==> src/rtl/pdb_pkg.sv <==
package pdb_pkg;

   // Register indices carried in bits 6:0 of a command code; bit 7 marks a write
   localparam logic [6:0] IDX_CFG = 7'h21;
   localparam logic [6:0] IDX_TC  = 7'h22;
   localparam logic [6:0] IDX_BUF = 7'h40;

   localparam int NUM_SIDES = 2;

   typedef struct packed {
      logic cnt_en;   // bit 2
      logic dir_rd;   // bit 1
      logic en;       // bit 0
   } dma_cfg_t;

   localparam int CFG_W = $bits(dma_cfg_t);

endpackage

==> src/rtl/pdb_decode.sv <==
module pdb_decode
   import pdb_pkg::*;
(
   input  logic                 cs_n,
   input  logic [1:0]           addr,
   input  logic                 rd_n,
   input  logic                 wr_n,
   input  logic [NUM_SIDES-1:0] dma_ack,
   output logic                 rd_act,
   output logic                 wr_act,
   output logic [NUM_SIDES-1:0] cmd_wr,
   output logic [NUM_SIDES-1:0] dat_wr,
   output logic [NUM_SIDES-1:0] dat_rd
);

   logic pio_ok;

   assign rd_act = !rd_n && wr_n;
   assign wr_act = !wr_n && rd_n;
   assign pio_ok = !cs_n && (dma_ack == '0);

   for (genvar s = 0; s < NUM_SIDES; s++) begin : g_side_sel
      logic hit;
      assign hit       = pio_ok && (addr[1] == 1'(s));
      assign cmd_wr[s] = hit && addr[0] && wr_act;
      assign dat_wr[s] = hit && !addr[0] && wr_act;
      assign dat_rd[s] = hit && !addr[0] && rd_act;
   end

endmodule

==> src/rtl/pdb_buffer.sv <==
module pdb_buffer #(
   parameter int DATA_W = 16,
   parameter int DEPTH  = 32
) (
   input  logic              clk,
   input  logic              rst_n,
   input  logic              push,
   input  logic [DATA_W-1:0] push_data,
   input  logic              pop,
   output logic [DATA_W-1:0] head
);

   localparam int AW = $clog2(DEPTH);

   logic [DATA_W-1:0] mem [DEPTH];
   logic [AW-1:0]     wr_ptr;
   logic [AW-1:0]     rd_ptr;

   always_ff @(posedge clk) begin
      if (push) mem[wr_ptr] <= push_data;
   end

   always_ff @(posedge clk or negedge rst_n) begin
      if (!rst_n) begin
         wr_ptr <= '0;
         rd_ptr <= '0;
      end else begin
         if (push) wr_ptr <= wr_ptr + 1'b1;
         if (pop)  rd_ptr <= rd_ptr + 1'b1;
      end
   end

   assign head = mem[rd_ptr];

endmodule

==> src/rtl/pdb_dma_ctl.sv <==
module pdb_dma_ctl #(
   parameter int DATA_W = 16
) (
   input  logic              clk,
   input  logic              rst_n,
   input  logic              word,
   input  logic              cnt_en,
   input  logic              ext_eot,
   input  logic [DATA_W-1:0] tc,
   output logic              eot
);

   logic [DATA_W-1:0] count;
   logic [DATA_W-1:0] count_nxt;
   logic              hit;

   assign count_nxt = count + 1'b1;
   assign hit       = cnt_en && (count_nxt == tc);
   assign eot       = word && (hit || ext_eot);

   always_ff @(posedge clk or negedge rst_n) begin
      if (!rst_n)                count <= '0;
      else if (eot)              count <= '0;
      else if (word && cnt_en)   count <= count_nxt;
   end

endmodule

==> src/rtl/pdb_side.sv <==
module pdb_side
   import pdb_pkg::*;
#(
   parameter int DATA_W = 16,
   parameter int DEPTH  = 32
) (
   input  logic              clk,
   input  logic              rst_n,
   input  logic              cmd_wr,
   input  logic              dat_wr,
   input  logic              dat_rd,
   input  logic [DATA_W-1:0] wdata,
   input  logic              dma_word,
   input  logic              ext_eot,
   output logic [DATA_W-1:0] pio_rdata,
   output logic [DATA_W-1:0] buf_rdata,
   output logic              dma_en,
   output logic              dma_dir_rd,
   output logic              eot
);

   logic              cmd_vld;
   logic [7:0]        cmd_code;
   dma_cfg_t          cfg;
   logic [DATA_W-1:0] tc;

   logic cfg_wr, tc_wr, buf_pio_wr, buf_pio_rd;

   assign cfg_wr     = dat_wr && cmd_vld && (cmd_code == {1'b1, IDX_CFG});
   assign tc_wr      = dat_wr && cmd_vld && (cmd_code == {1'b1, IDX_TC});
   assign buf_pio_wr = dat_wr && cmd_vld && (cmd_code == {1'b1, IDX_BUF});
   assign buf_pio_rd = dat_rd && cmd_vld && (cmd_code == {1'b0, IDX_BUF});

   always_ff @(posedge clk or negedge rst_n) begin
      if (!rst_n) begin
         cmd_vld  <= 1'b0;
         cmd_code <= '0;
      end else if (cmd_wr) begin
         cmd_vld  <= 1'b1;
         cmd_code <= wdata[7:0];
      end else if (dat_wr || dat_rd) begin
         cmd_vld  <= 1'b0;
      end
   end

   always_ff @(posedge clk or negedge rst_n) begin
      if (!rst_n) begin
         cfg <= '0;
         tc  <= '0;
      end else begin
         if (eot)         cfg.en <= 1'b0;
         else if (cfg_wr) cfg    <= dma_cfg_t'(wdata[CFG_W-1:0]);
         if (tc_wr)       tc     <= wdata;
      end
   end

   always_comb begin
      pio_rdata = '0;
      if (dat_rd && cmd_vld) begin
         case (cmd_code)
            {1'b0, IDX_CFG}: pio_rdata = {{(DATA_W-CFG_W){1'b0}}, cfg};
            {1'b0, IDX_TC}:  pio_rdata = tc;
            {1'b0, IDX_BUF}: pio_rdata = buf_rdata;
            default:         pio_rdata = '0;
         endcase
      end
   end

   pdb_buffer #(.DATA_W(DATA_W), .DEPTH(DEPTH)) u_buf (
      .clk       (clk),
      .rst_n     (rst_n),
      .push      (buf_pio_wr || (dma_word && !cfg.dir_rd)),
      .push_data (wdata),
      .pop       (buf_pio_rd || (dma_word && cfg.dir_rd)),
      .head      (buf_rdata)
   );

   pdb_dma_ctl #(.DATA_W(DATA_W)) u_ctl (
      .clk     (clk),
      .rst_n   (rst_n),
      .word    (dma_word),
      .cnt_en  (cfg.cnt_en),
      .ext_eot (ext_eot),
      .tc      (tc),
      .eot     (eot)
   );

   assign dma_en     = cfg.en;
   assign dma_dir_rd = cfg.dir_rd;

endmodule

==> src/rtl/pio_dma_bus_if.sv <==
module pio_dma_bus_if
   import pdb_pkg::*;
#(
   parameter int DATA_W          = 16,
   parameter int DEPTH           = 32,
   parameter bit EOT_ACTIVE_HIGH = 1'b1
) (
   input  logic              clk,
   input  logic              rst_n,
   input  logic              cs_n,
   input  logic [1:0]        addr,
   input  logic              rd_n,
   input  logic              wr_n,
   input  logic [DATA_W-1:0] wdata,
   output logic [DATA_W-1:0] rdata,
   output logic [1:0]        dma_req,
   input  logic [1:0]        dma_ack,
   input  logic              dma_eot
);

   if (DATA_W < 8) begin : g_bad_width
      $error("DATA_W must hold an 8-bit command code");
   end
   if (DEPTH < 2 || (DEPTH & (DEPTH - 1)) != 0) begin : g_bad_depth
      $error("DEPTH must be a power of two of at least 2");
   end

   logic                 rd_act, wr_act;
   logic [NUM_SIDES-1:0] pio_cmd_wr, pio_dat_wr, pio_dat_rd;
   logic [NUM_SIDES-1:0] ack_win, dma_word, side_en, side_dir, side_eot;
   logic [DATA_W-1:0]    pio_rd [NUM_SIDES];
   logic [DATA_W-1:0]    buf_rd [NUM_SIDES];
   logic                 eot_hi;

   if (EOT_ACTIVE_HIGH) begin : g_eot_hi
      assign eot_hi = dma_eot;
   end else begin : g_eot_lo
      assign eot_hi = !dma_eot;
   end

   pdb_decode u_dec (
      .cs_n    (cs_n),
      .addr    (addr),
      .rd_n    (rd_n),
      .wr_n    (wr_n),
      .dma_ack (dma_ack),
      .rd_act  (rd_act),
      .wr_act  (wr_act),
      .cmd_wr  (pio_cmd_wr),
      .dat_wr  (pio_dat_wr),
      .dat_rd  (pio_dat_rd)
   );

   // lower channel index wins when both acknowledges are high
   assign ack_win[0] = dma_ack[0];
   assign ack_win[1] = dma_ack[1] && !dma_ack[0];

   for (genvar s = 0; s < NUM_SIDES; s++) begin : g_side
      assign dma_word[s] = ack_win[s] && side_en[s] && (side_dir[s] ? rd_act : wr_act);

      pdb_side #(.DATA_W(DATA_W), .DEPTH(DEPTH)) u_side (
         .clk        (clk),
         .rst_n      (rst_n),
         .cmd_wr     (pio_cmd_wr[s]),
         .dat_wr     (pio_dat_wr[s]),
         .dat_rd     (pio_dat_rd[s]),
         .wdata      (wdata),
         .dma_word   (dma_word[s]),
         .ext_eot    (eot_hi),
         .pio_rdata  (pio_rd[s]),
         .buf_rdata  (buf_rd[s]),
         .dma_en     (side_en[s]),
         .dma_dir_rd (side_dir[s]),
         .eot        (side_eot[s])
      );
   end

   always_comb begin
      if (dma_word[0] && side_dir[0])      rdata = buf_rd[0];
      else if (dma_word[1] && side_dir[1]) rdata = buf_rd[1];
      else                                 rdata = pio_rd[0] | pio_rd[1];
   end

   assign dma_req = side_en;

endmodule

==> config.mk <==
export PLATFORM = sky130hd
export DESIGN_NAME = pio_dma_bus_if
export DESIGN_NICKNAME = d
export VERILOG_FILES = /design/src/rtl/pdb_pkg.sv /design/src/rtl/pdb_decode.sv /design/src/rtl/pdb_buffer.sv /design/src/rtl/pdb_dma_ctl.sv /design/src/rtl/pdb_side.sv /design/src/rtl/pio_dma_bus_if.sv
export SDC_FILE = /design/constraint.sdc
export NUM_CORES = 1
export LEC_CHECK = 0
export ABC_AREA = 1
export CELL_PAD_IN_SITES_DETAIL_PLACEMENT = 0
export CELL_PAD_IN_SITES_GLOBAL_PLACEMENT = 1
export CORE_MARGIN = 2
export CORE_UTILIZATION = 55
export DETAILED_ROUTE_END_ITERATION = 10
export GPL_TIMING_DRIVEN = 0
export HOLD_SLACK_MARGIN = 0.08
export PLACE_DENSITY_LB_ADDON = 0.12
export SLEW_MARGIN = 0
export SYNTH_ARGS = -nofsm -noshare
export SYNTH_HDL_FRONTEND = slang
export SYNTH_SLANG_ARGS = --single-unit
==> constraint.sdc <==
create_clock -name clk -period 5.05 [get_ports clk]
set_input_delay 1.01 -clock clk [delete_from_list [all_inputs] [get_ports clk]]
set_output_delay 1.01 -clock clk [all_outputs]
set_load 0.03 [all_outputs]
---- Yosys cells after proc, flatten, opt, wreduce, memory -nomap -nowiden ----
Memory sizes are Yosys's and may differ from the RTL's.
Cells that the tools add are included.
storage, ports and cells
  output and inout bits ................... 18
  register bits ........................... 108
  memories ................................ 2
  logic and storage cells ................. 134
  bits in latches ......................... 0
  input bits .............................. 26
  RAM bits ................................ 1024
  bits in read-only memories .............. 0
cells by class
  $lt $le $gt $ge ......................... 0
  reductions and logical operators ........ 66
  muxes and demuxes ....................... 24
  add/subtract/negate cells ............... 6
  $mul .................................... 0
  shift-type cells ........................ 0
  equal/unequal tests ..................... 14
  div/mod/pow operators ................... 0
  bitwise gates (word level) .............. 4
memory list
  name                        depth  bits a word  rd ports  clocked after memory_dff  wr ports  line              text
  g_side[0].u_side.u_buf.mem  32     16           1         0                         1         pdb_buffer.sv:15  logic [DATA_W-1:0] mem [DEPTH];
  g_side[1].u_side.u_buf.mem  32     16           1         0                         1         pdb_buffer.sv:15
operators by type and width
  cell                     count
  $mux W16                 8
  $pmux W16 S3             2
  $eq A8 B8 Y1 const B     6
  $logic_and A1 B1 Y1      42
  $add A16 B1 Y16 const B  2
  $eq A16 B16 Y1           2
  $eq A8 B6 Y1 const B     4
  $add A5 B1 Y5 const B    4
  $eq A8 B7 Y1 const B     2
  $or A16 B16 Y16          1
  $mux W1                  14
  $reduce_bool A2 Y1       6
  $logic_or A1 B1 Y1       8
  $logic_not A1 Y1         7
  $reduce_and A2 Y1        2
  $not A1 Y1               3
  $logic_not A2 Y1         1

---- Depth between registers and ports, before layout ----
  depth in word-level cells ............... 10
  mapped depth ............................ 17
  gate-level depth less buffers ........... 15

---- Cells and area by module ----
A second synthesis with hierarchy kept.
second synthesis, totals
  cells, all modules ...................... 5179
  area, all modules ....................... 51558.2 um^2
modules (own cells, without submodules)
  module          instances  cells an instance  area each (um^2)  sequential area each (um^2)
  pdb_buffer      2          2058               22126.2           15625.0
  pdb_side        2          216                1750.4            700.7
  pdb_dma_ctl     2          239                1557.7            400.4
  pio_dma_bus_if  1          133                589.3             0.0
  pdb_decode      1          20                 100.1             0.0

---- Least setup slack after synthesis ----
Ideal clock, no wire load.
  kind .................................... in2reg
  start ................................... input wr_n
  end ..................................... memory g_side[0].u_side.u_buf.mem[23][0], enable pin
  arrival time ............................ 3311 ps
  stages .................................. 11
  setup time .............................. 409 ps
  required time ........................... 4641 ps
  slack ................................... 1329 ps
  path buffers ............................ 1
  cells stage by stage .................... inv_1 nor2_2 o21ai_0 a211oi_1 buf_4 nand2_1 nand2_2 nand2_2 nor2_1 inv_1 nor3_1
between the ends
  cells in the longest elaborated chain, start to end .. 8
  elaborated cells between the ends (all ways) .. 12
  those cells by class .................... 3 x mux; 9 x reduce/logical
ends and longest elaborated chain
  item                                            line                                    text
  start: declaration                              pio_dma_bus_if.sv:13                    input logic wr_n,
  $logic_not A1 Y1                                pdb_decode.sv:19                        assign wr_act = !wr_n && rd_n;
  $logic_and A1 B1 Y1                             pdb_decode.sv:19
  $mux W1 or $logic_and A1 B1 Y1 (tied branches)  pio_dma_bus_if.sv:59, pdb_decode.sv:26
  $logic_and A1 B1 Y1, on equally long branches   pio_dma_bus_if.sv:59, pdb_side.sv:31
  $logic_and A1 B1 Y1, on equally long branches   pdb_side.sv:72, pdb_side.sv:31
  $logic_or A1 B1 Y1 *                            pdb_side.sv:72                          .push (buf_pio_wr || (dma_word && !cfg.dir_rd)),
  $mux W1 *                                       pdb_buffer.sv:20                        if (push) mem[wr_ptr] <= push_data;
  $mux W1 (not written as such) *                 pdb_buffer.sv:20
  end: declaration                                pdb_buffer.sv:15
Every way passes the cells marked *; elsewhere a longest branch is shown, timed or not.

---- Worst setup path in the final report ----
  start ................................... register g_side[1].u_side.u_buf.rd_ptr[1]
  end ..................................... output rdata[8]
between the ends
  cells in the longest elaborated chain, start to end .. 6
ends and longest elaborated chain
  item                      line                  text
  start: declaration        pdb_buffer.sv:17      logic [AW-1:0] rd_ptr;
  start signal: assignment  pdb_buffer.sv:29      if (pop) rd_ptr <= rd_ptr + 1'b1;
  $mem_v2 Z32 W16 *         -
  $pmux W16 S3              pdb_side.sv:60        case (cmd_code)
  $mux W16                  pdb_side.sv:59        if (dat_rd && cmd_vld) begin
  $or A16 B16 Y16           pio_dma_bus_if.sv:81  else rdata = pio_rd[0] | pio_rd[1];
  $mux W16 *                pio_dma_bus_if.sv:80  else if (dma_word[1] && side_dir[1]) rdata = buf_rd[1];
  $mux W16 *                pio_dma_bus_if.sv:79  if (dma_word[0] && side_dir[0]) rdata = buf_rd[0];
  end: declaration          pio_dma_bus_if.sv:15  output logic [DATA_W-1:0] rdata,
Marks and branches as above.

==> flow_summary.json <==
{
  "max_slew_margin_pct": 5.19,
  "die-height_um": 297,
  "cts_tree": "done",
  "rsz0062_at_grt": "false",
  "ys_top_cells_by_area": "edfxtp_1 65%, o21ai_0 6.3%, nor2_1 5.9%",
  "clk_pin_slew_worst_paths_ps": 60,
  "cpMostUsedCell": "nand3_1",
  "numCtsBuffers": 115,
  "synth-main-ff-cell": "edfxtp_1",
  "synth_compound_area_share_pct": 10.8,
  "place_area_sq_um": 50500,
  "track_usage_pct": 34.6,
  "synth_cells": 4101,
  "synthXorXnorAreaFrac_pct": 0.502,
  "cts_setup_buffers": 0,
  "final_max_slew_viol_count": 0,
  "path_buf_inv": 4,
  "outcome": "completed",
  "seq_area_frac_synth_pct": 70.7,
  "critPathTopFamily": "buffers and inverters",
  "p_per_area_nw_per_um2": 349,
  "synth_top_area_share_pct": 65.0,
  "clock_sinks": 1132,
  "root_buffer": "clkbuf_16",
  "timing_worst_setup_path_type": "flop to output port",
  "path_cells": "buf_2, buf_2, clkbuf_1, o21ai_0, o211ai_1, nand3_1, nand4_1, nand3_1, nand3_1, nand2_1, nand2_1, dlygate4sd2_1",
  "fin_crit_ps": 5030,
  "hold_ws_ps": 215,
  "grt_pass1_wl_um": 221000,
  "drive_gt1_share_pct": 10.7,
  "via_count": 34430,
  "endpoint_kind": "output port",
  "yosysTopAreaCell": "edfxtp_1",
  "fillers": 6779,
  "drv_cap": 0,
  "synth-adder-area-share_pct": 0.317,
  "finalCritPeriodShare_pct": 99.5,
  "syn-num-nets": 4139,
  "cp.arrival_ps": 4020,
  "synth_top_family_by_area": "simple AND/OR/NAND/NOR gates",
  "synthDistinctLibCells": 46,
  "io_pins": 44,
  "synthSimpleGateAreaFrac_pct": 14.3,
  "ant_nets": 0,
  "clk_latency_ps": 710,
  "setup_tns_ps": 0,
  "final_cell_area_sq_um": 54300,
  "yosysWarnings": 0,
  "setup_violations": 0,
  "wl_per_cell_um": 27.6,
  "dr.first_iter.drc_count": 5309,
  "dr.pass1.iters": 7,
  "rows": 107,
  "final_util_pct": 63.8,
  "critPathMaxFanout": 10,
  "coreArea_sq_um": 85100,
  "grt_antenna_before_repair": 5,
  "hold_viol_final": 0,
  "synth-async-reset-ratio_pct": 9.54,
  "synth.area.mux_share_pct": 0,
  "grt_overflow": 0,
  "fin_skew_ps": 49.2,
  "fmax_mhz": 199,
  "worst_ep_required_time_ps": 4040,
  "place_congestion": 0.944,
  "hpwl_um": 105000,
  "dieArea_sq_um": 88400,
  "port_buffers": 43,
  "clk_path_buf_depth": 3,
  "grt_max_degree": 79,
  "synth_seq_cells": 1132,
  "p_leak_nw": 18.6,
  "synth-edff-count": 1024,
  "avgSynthCellArea_sq_um": 11.5,
  "syn_area_sq_um": 47300,
  "slowest_delay_ps": 520,
  "cp_slowest_cell": "clkbuf_1",
  "drc_errors": 0,
  "tightest_slew_ps": 1420,
  "totalWireLength_um": 154000,
  "grt_pass1_vias": 31779,
  "initial_core_util_pct": 55.6,
  "area_delta_synth_final_pct": 14.8,
  "total_power_mw": 18.9,
  "ir_drop_mv": 0.317,
  "rrSetupSlack_ps": 1550,
  "postCtsHoldBufs": 0,
  "htree_levels": 3,
  "die_w_um": 297,
  "hp-class": "primary input to asynchronous set/reset pin",
  "nets": 4365,
  "viasPerCell": 6.19,
  "critPathLaunchType": "flop"
}
==> metal layers <==
layer,up-vias,routed length (um),track usage [%]
met3,282,21400,9.56
met2,2131,65600,49.7
met4,6,5130,10.7
met5,-,46,0
met1,16847,61600,51.6
li1,15164,-,-
==> cell families (layout without fill, tap and decap cells) <==
family / after synthesis / count (layout)
XOR/XNOR: 24 / 24
AO/OA/AOI/OAI: 914 / 914
flip-flops: 1132 / 1132
buffers and inverters: 397 / 716
adder cells (fa/ha/maj): 12 / 12
AND/OR/NAND/NOR: 1622 / 1622
other: 0 / 1
==> cells in the final DEF, fill, tap and decap left out, types with 62 or more instances in the layout <==
cell	synthesis	final
a21oi_1	65	65
buf_2	60	62
clkbuf_1	157	150
clkbuf_16	0	116
dfrtp_1	108	108
edfxtp_1	1024	1024
inv_1	150	149
nand2_1	516	516
nand3_1	227	215
nand4_1	74	74
nor2_1	746	685
o211ai_1	113	113
o21ai_0	594	592
o22ai_1	112	112
==> state kept, by name, summed over array words and instances (netlist names) <==
signal                      cells
g_side.u_side.u_buf.mem      1024
g_side.u_side.cfg               2
g_side.u_side.dma_en            2
g_side.u_side.u_buf.rd_ptr     10
g_side.u_side.cmd_vld           2
g_side.u_side.u_ctl.count      32
g_side.u_side.dma_dir_rd        2
g_side.u_side.tc               32
g_side.u_side.cmd_code         16
g_side.u_side.u_buf.wr_ptr     10
==> power breakdown <==
part           internal, mW  total [mW]  switching, mW
clock network          4.77        8.37           3.60
logic                0.0621       0.323          0.261
registers              10.2        10.3         0.0173
total                  15.1        18.9           3.88
==> final cells by class <==
type	instances	area, sq um	area share [%]
repair buffers	110	1540	2.84
multi-input cells	2572	12500	23.0
plain buffers	239	1110	2.05
clock inverters	66	656	1.21
well taps	1144	1430	2.64
clock buffers	144	3010	5.54
inverters	157	589	1.09
flip-flops and latches	1132	33500	61.6
diodes	1	2.50	0.00461
==> synthesized netlist by cell type (all sizes together), types with 2 or more instances <==
library cell / count
o211ai: 113
nor3: 24
a21boi: 2
inv: 151
o21ai: 595
xnor3: 2
clkinv: 6
nand3: 229
o221ai: 15
or2: 4
nand4: 74
nand2: 526
buf: 83
nand3b: 8
a21oi: 71
edfxtp: 1024
xor2: 20
xnor2: 2
nor2: 755
o22ai: 112
o21bai: 3
dfrtp: 108
ha: 12
clkbuf: 157
==> final timing paths <==
kind | from | endpoint | depth (start not counted)
worst min register to register | g_side[1].u_side.cfg[2] | g_side[1].u_side.cfg[2] | 2
max in group asynchronous | rst_n | g_side[1].u_side.u_ctl.count[11] | 2
worst max-delay path | g_side[1].u_side.u_buf.rd_ptr[1] | rdata[8] | 12
worst max register to register | g_side[1].u_side.dma_en | g_side[1].u_side.u_buf.mem[7][2] | 8
min in group clk | g_side[1].u_side.cfg[2] | g_side[1].u_side.cfg[2] | 2
worst min-delay path | rst_n | g_side[1].u_side.cmd_code[2] | 1
==> metrics by stage <==
stage	setup WS, ps	std cells
3_5_place_dp	-580	5355
3_3_place_gp	-1640	5288
5_1_grt	3.37	5564
2_1_floorplan	1330	4101
4_1_cts	-24.5	5564
6_report	23.0	5565
==> repair_timing <==
item                       CTS  global route
resized for setup           67            56
setup endpoints to repair   16            13
gates cloned                 0             0
pin swaps                    8             7
No activity file was read; power rests on OpenSTA's default activity.
